### src/rtl/seq_mdu_pkg.sv
package seq_mdu_pkg;
    localparam int NUM_MD = 6;
    localparam int WORD_W = 32;
    localparam int HALF_W = WORD_W / 2;
    localparam int STEP_W = $clog2(WORD_W) + 1;
    localparam int SC_W   = $clog2(WORD_W);

    typedef enum logic [1:0] {
        OP_D32 = 2'd0,
        OP_D16 = 2'd1,
        OP_MUL = 2'd2,
        OP_SHF = 2'd3
    } op_e;

    typedef enum logic [3:0] {
        T_IDLE, T_GOT0, T_GOT01, T_GOT012, T_GOT0123,
        T_DV32_LO, T_DV16_LO, T_MUL_LO, T_MUL_HI
    } trk_e;

    typedef enum logic [2:0] {
        E_IDLE, E_DIV, E_MUL, E_SHL, E_SHR, E_NRM, E_WB
    } eng_e;
endpackage

### src/rtl/seq_mdu_track.sv
module seq_mdu_track
    import seq_mdu_pkg::*;
(
    input  logic       clk,
    input  logic       rst_n,
    input  logic       md_wr,
    input  logic [2:0] md_idx,
    input  logic       ctl_wr,
    input  logic       busy,
    output logic       launch,
    output op_e        op,
    output logic       seq_err
);
    trk_e st_q, st_d;

    always_ff @(posedge clk or negedge rst_n) begin
        if (!rst_n) st_q <= T_IDLE;
        else        st_q <= st_d;
    end

    always_comb begin
        st_d    = st_q;
        launch  = 1'b0;
        op      = OP_D32;
        seq_err = 1'b0;
        if (busy && (md_wr || ctl_wr)) begin
            seq_err = 1'b1;
            st_d    = T_IDLE;
        end else if (md_wr && md_idx == 3'd0) begin
            st_d = T_GOT0;
        end else if (md_wr || ctl_wr) begin
            seq_err = 1'b1;
            st_d    = T_IDLE;
            unique case (st_q)
                T_IDLE:    if (ctl_wr) seq_err = 1'b0;
                T_GOT0: begin
                    if (md_wr && md_idx == 3'd1) begin st_d = T_GOT01;  seq_err = 1'b0; end
                    if (md_wr && md_idx == 3'd4) begin st_d = T_MUL_LO; seq_err = 1'b0; end
                end
                T_GOT01: begin
                    if (md_wr && md_idx == 3'd2) begin st_d = T_GOT012;  seq_err = 1'b0; end
                    if (md_wr && md_idx == 3'd4) begin st_d = T_DV16_LO; seq_err = 1'b0; end
                end
                T_GOT012:
                    if (md_wr && md_idx == 3'd3) begin st_d = T_GOT0123; seq_err = 1'b0; end
                T_GOT0123: begin
                    if (md_wr && md_idx == 3'd4) begin st_d = T_DV32_LO; seq_err = 1'b0; end
                    if (ctl_wr) begin launch = 1'b1; op = OP_SHF; seq_err = 1'b0; end
                end
                T_DV32_LO:
                    if (md_wr && md_idx == 3'd5) begin launch = 1'b1; op = OP_D32; seq_err = 1'b0; end
                T_DV16_LO:
                    if (md_wr && md_idx == 3'd5) begin launch = 1'b1; op = OP_D16; seq_err = 1'b0; end
                T_MUL_LO:
                    if (md_wr && md_idx == 3'd1) begin st_d = T_MUL_HI; seq_err = 1'b0; end
                T_MUL_HI:
                    if (md_wr && md_idx == 3'd5) begin launch = 1'b1; op = OP_MUL; seq_err = 1'b0; end
                default: st_d = T_IDLE;
            endcase
        end
    end
endmodule

### src/rtl/seq_mdu_engine.sv
module seq_mdu_engine
    import seq_mdu_pkg::*;
(
    input  logic              clk,
    input  logic              rst_n,
    input  logic              start,
    input  op_e               op,
    input  logic [WORD_W-1:0] a_in,
    input  logic [HALF_W-1:0] b_in,
    input  logic              sh_dir,
    input  logic [SC_W-1:0]   sh_cnt,
    output logic              busy,
    output logic              wb,
    output logic [WORD_W-1:0] res,
    output logic [HALF_W-1:0] rem,
    output logic [SC_W-1:0]   nrm_cnt,
    output logic              was_nrm
);
    eng_e              st_q, st_d;
    logic [WORD_W-1:0] acc_q;
    logic [HALF_W-1:0] rem_q, mc_q;
    logic [STEP_W-1:0] steps_q;
    logic [SC_W-1:0]   ncnt_q;
    logic              nrm_q;

    // one restoring-divide step
    logic [HALF_W:0]   div_rs;
    logic              div_ge;
    logic [HALF_W-1:0] div_rem;
    assign div_rs  = {rem_q, acc_q[WORD_W-1]};
    assign div_ge  = div_rs >= {1'b0, mc_q};
    assign div_rem = div_ge ? (div_rs[HALF_W-1:0] - mc_q) : div_rs[HALF_W-1:0];

    // one shift-add multiply step
    logic [HALF_W:0] mul_sum;
    assign mul_sum = {1'b0, acc_q[WORD_W-1:HALF_W]} + (acc_q[0] ? {1'b0, mc_q} : '0);

    always_ff @(posedge clk or negedge rst_n) begin
        if (!rst_n) st_q <= E_IDLE;
        else        st_q <= st_d;
    end

    always_comb begin
        st_d = st_q;
        unique case (st_q)
            E_IDLE: if (start) begin
                unique case (op)
                    OP_D32, OP_D16: st_d = E_DIV;
                    OP_MUL:         st_d = E_MUL;
                    OP_SHF:         st_d = (sh_cnt == '0) ? E_NRM : (sh_dir ? E_SHR : E_SHL);
                endcase
            end
            E_DIV, E_MUL, E_SHL, E_SHR: if (steps_q == STEP_W'(1)) st_d = E_WB;
            E_NRM: if (acc_q[WORD_W-1] || acc_q == '0) st_d = E_WB;
            E_WB:  st_d = E_IDLE;
            default: st_d = E_IDLE;
        endcase
    end

    always_ff @(posedge clk or negedge rst_n) begin
        if (!rst_n) begin
            acc_q <= '0; rem_q <= '0; mc_q <= '0;
            steps_q <= '0; ncnt_q <= '0; nrm_q <= 1'b0;
        end else begin
            unique case (st_q)
                E_IDLE: if (start) begin
                    rem_q  <= '0;
                    ncnt_q <= '0;
                    nrm_q  <= (op == OP_SHF) && (sh_cnt == '0);
                    unique case (op)
                        OP_D32: begin acc_q <= a_in; mc_q <= b_in; steps_q <= STEP_W'(WORD_W); end
                        OP_D16: begin
                            acc_q   <= {a_in[HALF_W-1:0], {HALF_W{1'b0}}};
                            mc_q    <= b_in;
                            steps_q <= STEP_W'(HALF_W);
                        end
                        OP_MUL: begin
                            acc_q   <= {{HALF_W{1'b0}}, b_in};
                            mc_q    <= a_in[HALF_W-1:0];
                            steps_q <= STEP_W'(HALF_W);
                        end
                        OP_SHF: begin acc_q <= a_in; steps_q <= STEP_W'(sh_cnt); end
                    endcase
                end
                E_DIV: begin
                    rem_q   <= div_rem;
                    acc_q   <= {acc_q[WORD_W-2:0], div_ge};
                    steps_q <= steps_q - 1'b1;
                end
                E_MUL: begin
                    acc_q   <= {mul_sum, acc_q[HALF_W-1:1]};
                    steps_q <= steps_q - 1'b1;
                end
                E_SHL: begin acc_q <= acc_q << 1; steps_q <= steps_q - 1'b1; end
                E_SHR: begin acc_q <= acc_q >> 1; steps_q <= steps_q - 1'b1; end
                E_NRM: if (!(acc_q[WORD_W-1] || acc_q == '0)) begin
                    acc_q  <= acc_q << 1;
                    ncnt_q <= ncnt_q + 1'b1;
                end
                default: ;
            endcase
        end
    end

    assign busy    = (st_q != E_IDLE);
    assign wb      = (st_q == E_WB);
    assign res     = acc_q;
    assign rem     = rem_q;
    assign nrm_cnt = ncnt_q;
    assign was_nrm = nrm_q;
endmodule

### src/rtl/seq_mdu.sv
module seq_mdu
    import seq_mdu_pkg::*;
#(
    parameter logic [7:0] BASE_ADDR = 8'hE9
) (
    input  logic       clk,
    input  logic       rst_n,
    input  logic [7:0] addr,
    input  logic [7:0] wdata,
    input  logic       wr,
    input  logic       rd,
    output logic [7:0] rdata,
    output logic       busy
);
    localparam logic [7:0] CTL_OFF = 8'(NUM_MD);

    logic [NUM_MD-1:0][7:0] md_q;
    logic                   err_q, ovf_q, dir_q;
    logic [SC_W-1:0]        sc_q;
    op_e                    op_q;

    logic [7:0]        off;
    logic              in_md, in_ctl, md_wr, ctl_wr;
    logic [2:0]        idx;
    logic              trk_launch, trk_err, zero_div;
    op_e               trk_op;
    logic [HALF_W-1:0] b_in;
    logic              eng_wb, eng_nrm;
    logic [WORD_W-1:0] eng_res;
    logic [HALF_W-1:0] eng_rem;
    logic [SC_W-1:0]   eng_ncnt;

    assign off    = addr - BASE_ADDR;
    assign in_md  = off < CTL_OFF;
    assign in_ctl = off == CTL_OFF;
    assign idx    = off[2:0];
    assign md_wr  = wr && in_md;
    assign ctl_wr = wr && in_ctl;
    assign b_in   = {wdata, md_q[4]};
    assign zero_div = (trk_op == OP_D32 || trk_op == OP_D16) && b_in == '0;

    seq_mdu_track u_trk (
        .clk(clk), .rst_n(rst_n), .md_wr(md_wr), .md_idx(idx), .ctl_wr(ctl_wr),
        .busy(busy), .launch(trk_launch), .op(trk_op), .seq_err(trk_err)
    );

    seq_mdu_engine u_eng (
        .clk(clk), .rst_n(rst_n), .start(trk_launch && !zero_div), .op(trk_op),
        .a_in(md_q[3:0]), .b_in(b_in), .sh_dir(wdata[5]), .sh_cnt(wdata[SC_W-1:0]),
        .busy(busy), .wb(eng_wb), .res(eng_res), .rem(eng_rem),
        .nrm_cnt(eng_ncnt), .was_nrm(eng_nrm)
    );

    always_ff @(posedge clk or negedge rst_n) begin
        if (!rst_n) begin
            md_q <= '0; err_q <= 1'b0; ovf_q <= 1'b0;
            dir_q <= 1'b0; sc_q <= '0; op_q <= OP_D32;
        end else begin
            if (!busy && md_wr) md_q[idx] <= wdata;
            if (!busy && ctl_wr) begin
                dir_q <= wdata[5];
                sc_q  <= wdata[SC_W-1:0];
            end
            if (trk_launch) begin
                ovf_q <= zero_div;
                op_q  <= trk_op;
            end
            if (eng_wb) begin
                unique case (op_q)
                    OP_D32: begin md_q[3:0] <= eng_res; md_q[5:4] <= eng_rem; end
                    OP_D16: begin md_q[1:0] <= eng_res[HALF_W-1:0]; md_q[5:4] <= eng_rem; end
                    OP_MUL: begin
                        md_q[3:0] <= eng_res;
                        ovf_q     <= eng_res[WORD_W-1:HALF_W] != '0;
                    end
                    OP_SHF: begin
                        md_q[3:0] <= eng_res;
                        if (eng_nrm) sc_q <= eng_ncnt;
                    end
                endcase
            end
            if (trk_err)                 err_q <= 1'b1;
            else if (rd && in_ctl)       err_q <= 1'b0;
        end
    end

    always_comb begin
        rdata = 8'h00;
        if (in_md)  rdata = md_q[idx];
        if (in_ctl) rdata = {err_q, ovf_q, dir_q, sc_q};
    end
endmodule

### config.mk
export PLATFORM = sky130hd
export DESIGN_NAME = seq_mdu
export DESIGN_NICKNAME = d
export VERILOG_FILES = /design/src/rtl/seq_mdu_pkg.sv /design/src/rtl/seq_mdu_track.sv /design/src/rtl/seq_mdu_engine.sv /design/src/rtl/seq_mdu.sv
export SDC_FILE = /design/constraint.sdc
export NUM_CORES = 1
export LEC_CHECK = 0
export CAP_MARGIN = 20
export CORE_UTILIZATION = 55
export DETAILED_ROUTE_END_ITERATION = 16
export GPL_TIMING_DRIVEN = 1
export PLACE_DENSITY = 0.75
export REMOVE_ABC_BUFFERS = 1
export SYNTH_ARGS = -nofsm -noshare
export SYNTH_HDL_FRONTEND = slang
export SYNTH_SLANG_ARGS = --single-unit
### constraint.sdc
create_clock -name clk -period 4.05 [get_ports clk]
set_input_delay 0.81 -clock clk [delete_from_list [all_inputs] [get_ports clk]]
set_output_delay 0.81 -clock clk [all_outputs]
set_load 0.005 [all_outputs]
==> flow_summary.ini, run 1 <==
[timing]
slew_viol_final = 0
hold_viol = 0
slew_headroom_pct = 46.1
worst_pin_slew_ns = 0.808
worst_slack_ns = -0.0472
skew_ns = 0.00944
min_period_over_period_pct = 101
min_period_ns = 4.10
fmax_mhz = 244
setup_viol = 4

[cells_and_area]
instances_no_fill = 1580
antenna_cells = 0
drive_gt1_share_pct = 16.7
num-nets-final = 1400
area_growth_syn_to_layout_pct = 20.0
fin_area_um2 = 12500

[min_path]
worstHoldPathType = primary input to asynchronous set/reset pin

[synthesis]
yosysSeqAreaShare_pct = 33.7
syn-cell-area_um2 = 10500
ys_types = 68
syn_area_per_cell_um2 = 8.31
yosys.area.top_type = dfrtp_1
ys.flop_type = dfrtp_1
async_flop_share_pct = 100
ys_warn_count = 0
synth-edff-count = 0
synth_top_area_share_pct = 33.7
synthTopCellsByArea = dfrtp_1, mux2i_1, o21ai_0, ha_1, nand2_1
ys_ff_latch = 141
netlist_instances = 1258

[place]
dp_cells = 1535
placed_area_um2 = 11500
gp_congestion = 0.993
dp_hpwl_mm = 24.8
portBuffers = 28

[status]
violations = negative setup slack
status = finished, violations left

[global_route]
grt_max_degree = 81
grt_pass1_vias = 9613
grtUsageTotal_pct = 36.9
grt_pass1_wl_mm = 55.1
gr-total-overflow = 0
antenna_found_initial = 0

[setup_path]
worstPathCellList = dlygate4sd2_1, or3_4, a211oi_4, o22a_2, and2_4, nand3_2, o21a_1, nor4_4, buf_4, inv_2, ha_4, o21ai_2, or3_4, nand4b_1, a21o_1, buf_12, buf_12, buf_12, o31ai_1
crit_path_max_fanout = 10
r2r_end = u_eng.res[24]$_DFFE_PN0P_
critPathKind = primary input to flop
required_ns = 4.39
startpoint_type = primary input
cpMostUsedCell = buf_12
arrival_ns = 4.44
critPathMaxStageDelay_ns = 0.40
reg2reg_depth = 16
cp-end-kind = flop
r2r_start = u_eng.st_q[0]$_DFFE_PN0P_
crit_family = simple AND/OR/NAND/NOR gates
critPathBufInv = 6
crit_slowest_cell = or3_4
r2r_slack_ns = 0.67

[drt]
wire_per_inst_um = 22.6
vias = 10500
drcViolationCount = 0
vias_per_cell = 6.63
antenna_left = 0
drt_iter0_drc = 1230
drtPass1Iterations = 7
drt_wl_total_mm = 35.7

[floorplan]
io_pins = 29
fp.dieH_um = 140
fp.coreArea_um2 = 18600
dieArea_um2 = 19600
die_w_um = 140
rows = 50
initial_core_util_pct = 56.1

[clock_network]
clkTransAtPathRegs_ns = 0.07
cts_root_buf = clkbuf_16
cts_sinks = 141
cts_made_buffers = 17
clockBufferDepth = 2
cts_tree = yes
htreeDepth = 4
insertion_delay_ns = 0.43

[pwr]
p_leak_nw = 5.10
ir_worst_vdd_mv = 0.256
total_power_mw = 3.19
power_density_nw_per_um2 = 254

[run]
cap_violations = 0
cell families after synthesis:
kind of cell    Yosys count  synth area share, %
xor+xnor                 30                 2.51
simple gates            393                 18.0
flops                   141                 33.7
mux                     107                 11.3
buf+inv                 140                 5.19
compound gates          400                 23.5
fa+ha+maj                47                 5.77
synth_stat cells (all sizes together) (5+ instances only):
cell type	number
o31ai	12
nand2b	14
nor2	92
o211ai	5
nor2b	7
nand2	143
a22o	18
a21oi	86
xnor2	21
mux4	8
nand4	12
mux2i	91
o21a	10
nor4	14
nand3	32
buf	15
a22oi	33
clkbuf	73
and3	10
xor2	9
inv	50
or2	7
or3	9
a21o	8
a221oi	9
dfrtp	141
nor3	16
mux2	8
o22ai	23
and2	21
ha	45
o221ai	5
o21ai	148
a31oi	8
a211oi	10
registers in the layout, indices dropped and copies added (netlist names), 2 cells and up:
| name | cells |
|---|---|
| sc_q | 5 |
| md_q | 40 |
| u_eng.rem | 16 |
| u_eng.res | 32 |
| b_in | 8 |
| u_eng.mc_q | 16 |
| op_q | 2 |
| u_trk.st_q | 4 |
| u_eng.steps_q | 6 |
| u_eng.nrm_cnt | 5 |
| u_eng.st_q | 3 |
routing by layer:
layer,wire length (um),track usage (%),vias to the layer above
met1,14800,51.9,4986
met5,0,0,-
met3,3590,6.71,127
met2,15600,56.3,615
li1,-,-,4748
met4,1700,14.7,0
layout make-up:
type | instances | area, um2
multi-input combinational | 977 | 6650
fill | 1516 | 6100
sequential | 141 | 3530
timing repair buffer | 144 | 1300
clock buffer | 17 | 425
tap | 234 | 293
inverter | 52 | 195
clock inverter | 15 | 151
placed cells by master, fill, tap and decap left out, types with 7 or more instances in the layout:
cell / synthesis / final
nand4_1: 12 / 12
buf_4: 3 / 101
and2_1: 21 / 19
a22oi_2: 0 / 7
mux4_2: 8 / 8
dfrtp_1: 141 / 140
clkbuf_16: 0 / 18
nor2_1: 91 / 88
ha_1: 45 / 41
buf_12: 0 / 8
nor3_1: 14 / 13
nand2b_1: 14 / 13
and3_1: 10 / 10
nand3_1: 32 / 31
a22o_1: 18 / 17
xor2_1: 9 / 9
a21oi_1: 86 / 84
a211oi_1: 9 / 9
a22oi_1: 33 / 26
or2_2: 7 / 7
a221oi_1: 9 / 8
mux2i_1: 91 / 90
o21a_1: 10 / 10
o31ai_1: 12 / 10
clkdlybuf4s50_1: 0 / 12
xnor2_1: 21 / 21
dlygate4sd2_1: 0 / 9
inv_1: 50 / 47
o21ai_1: 8 / 16
mux2_2: 8 / 8
a21o_1: 8 / 7
a31oi_1: 8 / 8
nand2_1: 142 / 141
o22ai_1: 23 / 18
o21ai_0: 140 / 131
nor4_1: 14 / 13
metrics by stage:
step	utilization, %	setup WS [ns]	hold slack, ns	setup TNS, ns
4_1_cts	65.8	0.00107	0.452	0
5_1_grt	67.3	-0.118	0.472	-2.11
6_report	67.3	-0.0472	0.422	-0.121
3_5_place_dp	61.9	-0.814	0.476	-51.94
3_3_place_gp	61.9	-0.711	0.466	-42.61
2_1_floorplan	-	-1.86	0.451	-86.03
power by group:
part	internal (mW)	leakage (nW)	switching (mW)	total [mW]
clock	0.865	0.268	0.705	1.57
combinational	0.0848	3.42	0.123	0.208
sequential	1.41	1.41	0.00210	1.41
worst max-delay path by stage:
stage	start	end	slack [ns]	cells after the start
2_1_floorplan	addr[0]	u_eng.res[30]$_DFFE_PN0P_	-1.86	16
3_3_place_gp	addr[0]	u_eng.res[25]$_DFFE_PN0P_	-0.71	17
3_5_place_dp	addr[1]	u_eng.res[25]$_DFFE_PN0P_	-0.81	19
4_1_cts	addr[1]	u_eng.res[29]$_DFFE_PN0P_	0.001	19
5_1_grt	addr[0]	u_eng.res[24]$_DFFE_PN0P_	-0.12	19
6_report	addr[0]	u_eng.res[24]$_DFFE_PN0P_	-0.05	19
timing repair:
item,CTS,global route
gates resized for setup,44,41
hold buffers,0,0
pin swaps,8,18
setup buffers,1,11
endpoints found under the setup margin,79,70
cloned,0,1
Note: power is estimated with default switching activity, not from simulation.
==> inputs of run 2 (changes only) <==
Settings changed: GPL_ROUTABILITY_DRIVEN set to 0.
==> run 2 against run 1 <==
The run still ends with negative setup slack left. Register-to-register slack lost 0.02 ns. Global-route usage fell by 0.20 points. Critical path depth is 1 lower. Clock skew about the same. Utilization is 0.41 points lower. Clock-buffer cell count grew 5.
==> flow_summary.ini, run 2 (synthesized netlist as in run 1, its figures left out) <==
[floorplan]
fp.dieH_um = 140
die_w_um = 140
dieArea_um2 = 19600
initial_core_util_pct = 56.1
io_pins = 29
fp.coreArea_um2 = 18600
rows = 50

[clock_network]
insertion_delay_ns = 0.44
clockBufferDepth = 2
cts_sinks = 141
cts_made_buffers = 17
cts_root_buf = clkbuf_16
clkTransAtPathRegs_ns = 0.06
htreeDepth = 4
cts_tree = yes

[pwr]
sw_frac_of_total_pct = 23.5
switchingPower_mw = 0.763
p_seq_share_pct = 43.6
ir_worst_vdd_mv = 0.308
p_leak_nw = 5.09
power_frac_comb_pct = 6.5
internal-power_mw = 2.48
power_density_nw_per_um2 = 260
clkPwrFrac_pct = 49.9

[drt]
drt_wl_total_mm = 35.5
drtPass1Iterations = 8
vias = 10700
drcViolationCount = 0
vias_per_cell = 6.81
wire_per_inst_um = 22.6
antenna_left = 0
drt_iter0_drc = 1563

[global_route]
grt_pass1_wl_mm = 55.0
gr-total-overflow = 0
grtUsageTotal_pct = 36.7
antenna_found_initial = 0
grt_max_degree = 87
grt_pass1_vias = 9889

[timing]
min_period_ns = 4.12
worst_slack_ns = -0.0694
min_period_over_period_pct = 102
fmax_mhz = 243
slew_headroom_pct = 43.3
hold_viol = 0
worst_pin_slew_ns = 0.850
skew_ns = 0.00922
slew_viol_final = 0
fin_setup_tns_ns = -0.704
setup_viol = 24

[setup_path]
arrival_ns = 4.44
crit_path_max_fanout = 6
required_ns = 4.37
critPathKind = primary input to flop
cp-end-kind = flop
reg2reg_depth = 15
r2r_slack_ns = 0.65
r2r_start = u_eng.st_q[0]$_DFFE_PN0P_
startpoint_type = primary input
r2r_end = u_eng.nrm_cnt[3]$_DFFE_PN0P_

[cells_and_area]
largest_register = md_q
final_common_cell = nand2_1
drive_gt1_share_pct = 15.8
area_growth_syn_to_layout_pct = 19.2
largest_reg_flops = 40
num-nets-final = 1393
final_cell_mix = nand2_1, dfrtp_1, o21ai_0, buf_4, mux2i_1
fin_util_pct = 66.9
instances_no_fill = 1573
antenna_cells = 0

[place]
portBuffers = 28
dp_hpwl_mm = 24.3
place_ws_ns = -0.815
dp_cells = 1526

[min_path]
worstHoldPathType = primary input to asynchronous set/reset pin

[run]
cap_violations = 0

[status]
status = finished, violations left
violations = negative setup slack
==> run 2: cell count changes in the layout (fill, tap and decap cells not counted), moves of 4 or more <==
cell / change
inv_6: -6
clkbuf_8: +5
o21ai_1: -4
o21ai_0: +5
buf_4: -7
clkinv_2: +4
==> run 2: cell type report <==
class                   instances  area, um2
well taps                     234        293
repair buffers                136       1200
clock buffers                  22        494
multi-input cells             978       6640
fillers                      1497       6180
inverters                      52        195
flip-flops and latches        141       3530
clock inverters                10        111
==> run 2: worst max path at each step <==
stage / start / slack (ns) / end
2_1_floorplan: addr[0] / -1.86 / u_eng.res[30]$_DFFE_PN0P_
6_report: addr[0] / -0.07 / u_eng.nrm_cnt[3]$_DFFE_PN0P_
3_5_place_dp: addr[1] / -0.81 / u_eng.res[6]$_DFFE_PN0P_
3_3_place_gp: addr[1] / -0.67 / u_eng.res[2]$_DFFE_PN0P_
4_1_cts: addr[5] / -0.01 / u_eng.nrm_cnt[4]$_DFFE_PN0P_
5_1_grt: addr[0] / -0.1 / u_eng.mc_q[6]$_DFFE_PN0P_
==> run 2: what timing repair did <==
item,4_1_cts,5_1_grt
buffers inserted,2,10
hold endpoints to repair,0,0
setup endpoints to repair,86,82
hold buffers,0,0
pin swaps,7,12
resized for setup,43,31
cloned,3,0
==> run 2: power by group through the flow <==
| stage | Combinational [mW] | Sequential (mW) | Clock, mW |
|---|---|---|---|
| global route | 0.223 | 1.42 | 1.68 |
| CTS | 0.200 | 1.42 | 1.62 |
| detailed placement | 0.183 | 1.44 | 0 |
| floorplan | 0.0566 | 1.44 | 0 |
| global placement | 0.182 | 1.44 | 0 |
| finish | 0.212 | 1.42 | 1.62 |
==> run 2: metrics by stage <==
stage	power, mW	hold slack, ns	cell area (um2)
after global placement	1.62	0.465	11500
after CTS	3.24	0.464	12300
after detailed placement	1.62	0.489	11500
final	3.25	0.419	12500
after global routing	3.32	0.488	12500
after floorplan	1.50	0.451	10100
==> run 2: per-layer routing <==
metal	share of wire, %	GRT usage, %
met3	12	10.0
met2	43	54.9
met1	39	48.1
met5	0	0
met4	5.9	20.6
==> run 2: critical path, stage by stage <==
cell and delay, ns:
clkdlybuf4s15_1 0.22, inv_1 0.10, ha_4 0.19, ha_4 0.29
nand4_1 0.20, buf_4 0.21, o32a_1 0.36, nor3_2 0.23
inv_1 0.18, ha_4 0.21, o21ai_1 0.21, or3_1 0.19
nand4b_1 0.21, a21oi_1 0.22, buf_4 0.17, nand4_1 0.13
xor2_1 0.23, a21oi_1 0.07
